==> src/rtl/pbs_pkg.sv <==
package pbs_pkg;

    localparam int unsigned PBS_AW = 23;
    localparam int unsigned PBS_DW = 16;
    localparam int unsigned PBS_BW = PBS_DW / 8;

    typedef enum logic [2:0] {
        ST_IDLE = 3'd0,
        ST_T1   = 3'd1,
        ST_T2   = 3'd2,
        ST_T1P  = 3'd3,
        ST_T2P  = 3'd4,
        ST_T2I  = 3'd5
    } bus_st_e;

    typedef struct packed {
        logic [PBS_AW-1:0] addr;
        logic [PBS_BW-1:0] be;
        logic              mem;
        logic              dat;
        logic              wr;
        logic [PBS_DW-1:0] wdata;
    } xfer_t;

    function automatic logic in_data_phase(bus_st_e s);
        return (s == ST_T2) || (s == ST_T1P) || (s == ST_T2P) || (s == ST_T2I);
    endfunction

endpackage

==> src/rtl/pbs_fsm.sv <==
module pbs_fsm
    import pbs_pkg::*;
(
    input  logic    clk,
    input  logic    rst,
    input  logic    req_valid,
    input  logic    bus_ready,
    input  logic    bus_na,
    output bus_st_e state,
    output logic    take,
    output logic    load_cur,
    output logic    load_nxt,
    output logic    promote,
    output logic    ads
);

    bus_st_e nxt_st;
    logic    fresh_q;
    logic    early;

    always_comb begin
        nxt_st   = state;
        take     = 1'b0;
        load_cur = 1'b0;
        load_nxt = 1'b0;
        promote  = 1'b0;
        early    = (state == ST_T2I) || bus_na;
        unique case (state)
            ST_IDLE: begin
                if (req_valid) begin
                    nxt_st   = ST_T1;
                    take     = 1'b1;
                    load_cur = 1'b1;
                end
            end
            ST_T1: nxt_st = ST_T2;
            ST_T2, ST_T1P, ST_T2I: begin
                if (bus_ready) begin
                    if (req_valid) begin
                        nxt_st   = ST_T1;
                        take     = 1'b1;
                        load_cur = 1'b1;
                    end else begin
                        nxt_st = ST_IDLE;
                    end
                end else if (early && req_valid) begin
                    nxt_st   = ST_T2P;
                    take     = 1'b1;
                    load_nxt = 1'b1;
                end else if (early) begin
                    nxt_st = ST_T2I;
                end else begin
                    nxt_st = ST_T2;
                end
            end
            ST_T2P: begin
                if (bus_ready) begin
                    nxt_st  = ST_T1P;
                    promote = 1'b1;
                end
            end
            default: nxt_st = ST_IDLE;
        endcase
    end

    always_ff @(posedge clk) begin
        if (rst) begin
            state   <= ST_IDLE;
            fresh_q <= 1'b0;
        end else begin
            state   <= nxt_st;
            fresh_q <= load_nxt;
        end
    end

    assign ads = (state == ST_T1) || ((state == ST_T2P) && fresh_q);

    assert_t1_then_t2_R2: assert property (@(posedge clk) disable iff (rst)
        (state == ST_T1) |=> (state == ST_T2));

    assert_pipe_entry_R4: assert property (@(posedge clk) disable iff (rst)
        ((state == ST_T2 || state == ST_T1P) && !bus_ready && bus_na && req_valid)
        |=> (state == ST_T2P && ads));

    assert_single_strobe_R8: assert property (@(posedge clk) disable iff (rst)
        (ads && state == ST_T2P) |=> !ads);

    assert_t2p_exit_R7: assert property (@(posedge clk) disable iff (rst)
        (state == ST_T2P && bus_ready) |=> (state == ST_T1P && !ads));

    assert_idle_return_R6: assert property (@(posedge clk) disable iff (rst)
        (state == ST_T2I && bus_ready && !req_valid) |=> (state == ST_IDLE));

    assert_no_take_busy_R12: assert property (@(posedge clk) disable iff (rst)
        (state == ST_T1 || state == ST_T2P) |-> !take);

endmodule

==> src/rtl/pbs_slots.sv <==
module pbs_slots
    import pbs_pkg::*;
(
    input  logic              clk,
    input  logic              rst,
    input  xfer_t             req_in,
    input  logic              load_cur,
    input  logic              load_nxt,
    input  logic              promote,
    input  bus_st_e           state,
    output xfer_t             view,
    output logic [PBS_DW-1:0] dout,
    output logic              doe,
    output logic              cur_wr
);

    xfer_t cur_q;
    xfer_t nxt_q;

    always_ff @(posedge clk) begin
        if (rst) begin
            cur_q <= '0;
            nxt_q <= '0;
        end else begin
            if (load_cur)     cur_q <= req_in;
            else if (promote) cur_q <= nxt_q;
            if (load_nxt)     nxt_q <= req_in;
        end
    end

    assign view   = (state == ST_T2P) ? nxt_q : cur_q;
    assign dout   = cur_q.wdata;
    assign cur_wr = cur_q.wr;
    assign doe    = cur_q.wr && in_data_phase(state);

    assert_promote_carries_R7: assert property (@(posedge clk) disable iff (rst)
        promote |=> (cur_q == $past(nxt_q)));

    assert_no_drive_t1_R10: assert property (@(posedge clk) disable iff (rst)
        (state == ST_T1 || state == ST_IDLE) |-> !doe);

endmodule

==> src/rtl/pbs_rdcap.sv <==
module pbs_rdcap
    import pbs_pkg::*;
(
    input  logic              clk,
    input  logic              rst,
    input  logic              done,
    input  logic              cur_wr,
    input  logic [PBS_DW-1:0] bus_din,
    output logic              rsp_valid,
    output logic              rsp_write,
    output logic [PBS_DW-1:0] rsp_rdata
);

    always_ff @(posedge clk) begin
        if (rst) begin
            rsp_valid <= 1'b0;
            rsp_write <= 1'b0;
            rsp_rdata <= '0;
        end else begin
            rsp_valid <= done;
            if (done) begin
                rsp_write <= cur_wr;
                if (!cur_wr) rsp_rdata <= bus_din;
            end
        end
    end

    assert_rsp_follows_R11: assert property (@(posedge clk) disable iff (rst)
        (done && !cur_wr) |=> (rsp_valid && !rsp_write && rsp_rdata == $past(bus_din)));

endmodule

==> src/rtl/pipe_bus_seq.sv <==
module pipe_bus_seq
    import pbs_pkg::*;
(
    input  logic              clk,
    input  logic              rst,
    input  logic              req_valid,
    output logic              req_accept,
    input  logic [PBS_AW-1:0] req_addr,
    input  logic [PBS_BW-1:0] req_be,
    input  logic              req_mem,
    input  logic              req_data,
    input  logic              req_write,
    input  logic [PBS_DW-1:0] req_wdata,
    output logic              rsp_valid,
    output logic              rsp_write,
    output logic [PBS_DW-1:0] rsp_rdata,
    output logic              bus_ads,
    output logic [PBS_AW-1:0] bus_addr,
    output logic [PBS_BW-1:0] bus_be,
    output logic              bus_mem,
    output logic              bus_data,
    output logic              bus_write,
    output logic [PBS_DW-1:0] bus_dout,
    output logic              bus_doe,
    input  logic [PBS_DW-1:0] bus_din,
    input  logic              bus_ready,
    input  logic              bus_na,
    output logic [2:0]        bus_state
);

    bus_st_e st;
    xfer_t   req_in;
    xfer_t   view;
    logic    load_cur;
    logic    load_nxt;
    logic    promote;
    logic    cur_wr;
    logic    done;

    assign req_in = '{addr: req_addr, be: req_be, mem: req_mem,
                      dat: req_data, wr: req_write, wdata: req_wdata};

    pbs_fsm u_fsm (
        .clk       (clk),
        .rst       (rst),
        .req_valid (req_valid),
        .bus_ready (bus_ready),
        .bus_na    (bus_na),
        .state     (st),
        .take      (req_accept),
        .load_cur  (load_cur),
        .load_nxt  (load_nxt),
        .promote   (promote),
        .ads       (bus_ads)
    );

    pbs_slots u_slots (
        .clk      (clk),
        .rst      (rst),
        .req_in   (req_in),
        .load_cur (load_cur),
        .load_nxt (load_nxt),
        .promote  (promote),
        .state    (st),
        .view     (view),
        .dout     (bus_dout),
        .doe      (bus_doe),
        .cur_wr   (cur_wr)
    );

    assign done = in_data_phase(st) && bus_ready;

    pbs_rdcap u_rdcap (
        .clk       (clk),
        .rst       (rst),
        .done      (done),
        .cur_wr    (cur_wr),
        .bus_din   (bus_din),
        .rsp_valid (rsp_valid),
        .rsp_write (rsp_write),
        .rsp_rdata (rsp_rdata)
    );

    assign bus_addr  = view.addr;
    assign bus_be    = view.be;
    assign bus_mem   = view.mem;
    assign bus_data  = view.dat;
    assign bus_write = view.wr;
    assign bus_state = st;

endmodule

==> config.mk <==
export PLATFORM = sky130hd
export DESIGN_NAME = pipe_bus_seq
export DESIGN_NICKNAME = d
export VERILOG_FILES = /design/src/rtl/pbs_pkg.sv /design/src/rtl/pbs_fsm.sv /design/src/rtl/pbs_slots.sv /design/src/rtl/pbs_rdcap.sv /design/src/rtl/pipe_bus_seq.sv
export SDC_FILE = /design/constraint.sdc
export NUM_CORES = 1
export LEC_CHECK = 0
export ABC_CLOCK_PERIOD_IN_PS = 5500
export CORE_MARGIN = 5
export CORE_UTILIZATION = 45
export CTS_CLUSTER_DIAMETER = 50
export DETAILED_ROUTE_END_ITERATION = 10
export HOLD_SLACK_MARGIN = 0.03
export PLACE_DENSITY = 0.73
export SYNTH_ARGS = -nofsm -noshare
export SYNTH_HDL_FRONTEND = slang
export SYNTH_SLANG_ARGS = --single-unit
export TNS_END_PERCENT = 5
==> constraint.sdc <==
create_clock -name clk -period 5.5 [get_ports clk]
set_input_delay 1.375 -clock clk [delete_from_list [all_inputs] [get_ports clk]]
set_output_delay 1.375 -clock clk [all_outputs]
set_load 0.005 [all_outputs]
==> results.json <==
{
  "synth.distinct_cells": 32,
  "clk_pin_slew_ns": 0.06,
  "cts_root_buffer": "clkbuf_16",
  "setup_violations": 0,
  "max_freq_ghz": 0.217,
  "syn_inst": 557,
  "place_congestion": 0.812,
  "wl_per_cell_um": 15.9,
  "holdWs_ns": 0.453,
  "critPathMostFrequentCell": "clkdlybuf4s50_1",
  "worstSetupPathType": "input pin to output pin",
  "clock_latency_ns": 0.34,
  "tns_ns": 0,
  "startpoint_type": "input pin",
  "yosys.area.top_type": "dfxtp_1",
  "core_area_sq_um": 11300,
  "hp-class": "flop to flop",
  "gr-total-overflow": 0,
  "grt_use_total_pct": 18.2,
  "drt-total-wl_mm": 12.5,
  "drive_gt1_share_pct": 9.67,
  "tightestPinTransition_ns": 1.13,
  "fin_crit_ns": 4.62,
  "fill_cells": 1018,
  "n_antenna_cell": 0,
  "crit_family": "buffers and inverters",
  "drv_slew": 0,
  "rsz0062_at_grt": "false",
  "nNetsFinal": 704,
  "cts_setup_buffers": 0,
  "start_util_pct": 45.6,
  "fp.dieH_um": 117,
  "cap_violations": 0,
  "syn_to_final_growth_pct": 28.0,
  "mostFrequentLayoutCells": "131 x clkdlybuf4s50_1, 110 x dfxtp_1, 77 x mux2i_1",
  "status": "finished clean",
  "final_antenna_net_count": 0,
  "ctsResizeCount": 0,
  "die_x_um": 117,
  "drc": 0,
  "yosys_register_bits": 110,
  "synth_area_leaders": "dfxtp_1 43%, mux2i_1 15%, mux2_2 6.1%",
  "clockBufferDepth": 2,
  "cts_max_level": 3,
  "dp_slack_ns": 0.903,
  "ir_worst_vdd_uv": 171,
  "maxSlewHeadroom_pct": 24.8,
  "cp_num_buf_inv": 3,
  "yosysWarnings": 0,
  "grt_pass1_vias": 4176,
  "drt_iter0_markers": 262,
  "cp.arrival_ns": 3.24,
  "cts_sinks": 110,
  "hold_viol": 0,
  "required_ns": 4.12,
  "via_per_inst": 5.39,
  "numCtsBuffers": 9,
  "syn-cell-area_sq_um": 5170,
  "ys.flop_type": "dfxtp_1",
  "ioPinCount": 133,
  "die_area_sq_um": 13700,
  "synth_area_per_cell_sq_um": 9.28,
  "synth_edf_count": 0,
  "clock_skew_ns": 0.00598,
  "num_rows": 39,
  "endpoint_kind": "output pin",
  "synth_nets": 622,
  "cp_slowest_cell": "clkdlybuf4s50_1",
  "cts_hold_buf": 0,
  "first_pass_iters": 6,
  "cts_tree": "done",
  "max_stage_delay_ns": 0.70,
  "grt_pass1_wl_mm": 20.1,
  "crit_fanout": 13,
  "ys_seq_area_share_pct": 42.6,
  "finalCritPeriodShare_pct": 84.0,
  "worstPathCellList": "clkdlybuf4s50_1, o21ai_0, a21oi_1, inv_1, a21boi_0, clkdlybuf4s50_1",
  "dp.cells": 771,
  "p_total_w": 0.00184,
  "setup_ws_ns": 0.882,
  "power-per-cell-area_nw_per_um2": 279,
  "portBuffers": 132,
  "grt_max_degree": 110,
  "layout_commonest_cell": "clkdlybuf4s50_1",
  "grt_antenna_before_repair": 0,
  "final_cells": 784,
  "vias": 4229,
  "synth_top_area_share_pct": 42.6,
  "hpwl_mm": 7.85,
  "synth-async-reset-ratio_pct": 0,
  "leakagePower_nw": 2.17
}
## per-stage QoR
stage | util (%) | area, sq um
6_report | 58.4 | 6610
4_1_cts | 58.4 | 6610
2_1_floorplan | - | 5170
3_5_place_dp | 56.0 | 6340
3_3_place_gp | 56.0 | 6340
5_1_grt | 58.4 | 6610
## registers in the layout, indices dropped and copies added, names as in the netlist
name and cells:
u_slots.cur_wr 1, u_rdcap.rsp_write 1, u_fsm.fresh_q 1, u_rdcap.rsp_valid 1, u_slots.cur_q 27, u_slots.nxt_q 44, u_fsm.state 3, u_rdcap.rsp_rdata 16
u_slots.dout 16
## power by group
part           total (W)  switching [W]  internal (W)
sequential      0.000871      0.0000283      0.000843
combinational   0.000346       0.000145      0.000201
clock           0.000627       0.000270      0.000357
## worst paths after layout
check	from	to	slack [ns]	cells after the start
worst min-delay path	u_rdcap.rsp_rdata[1]	u_rdcap.rsp_rdata[1]	0.45	2
worst max-delay path	bus_ready	req_accept	0.88	6
worst min register to register	u_rdcap.rsp_rdata[1]	u_rdcap.rsp_rdata[1]	0.45	2
worst max register to register	u_fsm.state[2]	u_slots.cur_q[42]	3.14	4
## synthesized netlist by cell type (all sizes together) (2+ instances only)
| cell type | n |
|---|---|
| a2111oi | 11 |
| a211oi | 2 |
| a21oi | 54 |
| buf | 39 |
| clkbuf | 26 |
| dfxtp | 110 |
| inv | 2 |
| mux2 | 28 |
| mux2i | 77 |
| nand2 | 36 |
| nand2b | 6 |
| nand3b | 6 |
| nor2 | 48 |
| nor2b | 12 |
| nor3 | 11 |
| o21ai | 36 |
| o21ba | 11 |
| or3 | 33 |
## final cells by class
class / instances / area (sq um) / area share, %
multi-input cells: 380 / 2600 / 39.3
clock inverters: 2 / 35.0 / 0.530
flip-flops and latches: 110 / 2200 / 33.3
repair buffers: 136 / 1350 / 20.4
clock buffers: 11 / 243 / 3.67
well taps: 143 / 179 / 2.71
inverters: 2 / 7.51 / 0.114
## kinds of logic after synthesis
kind of cell	count (synthesis)	share of synthesized area, %
simple gates	157	15.1
compound gates	117	13.7
flops	110	42.6
mux	105	21.0
buf+inv	67	7.46
xor+xnor	1	0.170
## routing by layer
layer | routed length, um | GRT usage [%]
met5 | 0 | 0
met4 | 242 | 7.49
met3 | 922 | 3.96
met2 | 5850 | 29.8
met1 | 5440 | 23.4
## worst min-delay path: stages, from the launching register on
cell     delay, ns
dfxtp_1       0.31
nand2_1       0.05
a21oi_1       0.05
Note: power is estimated with default switching activity, not from simulation.
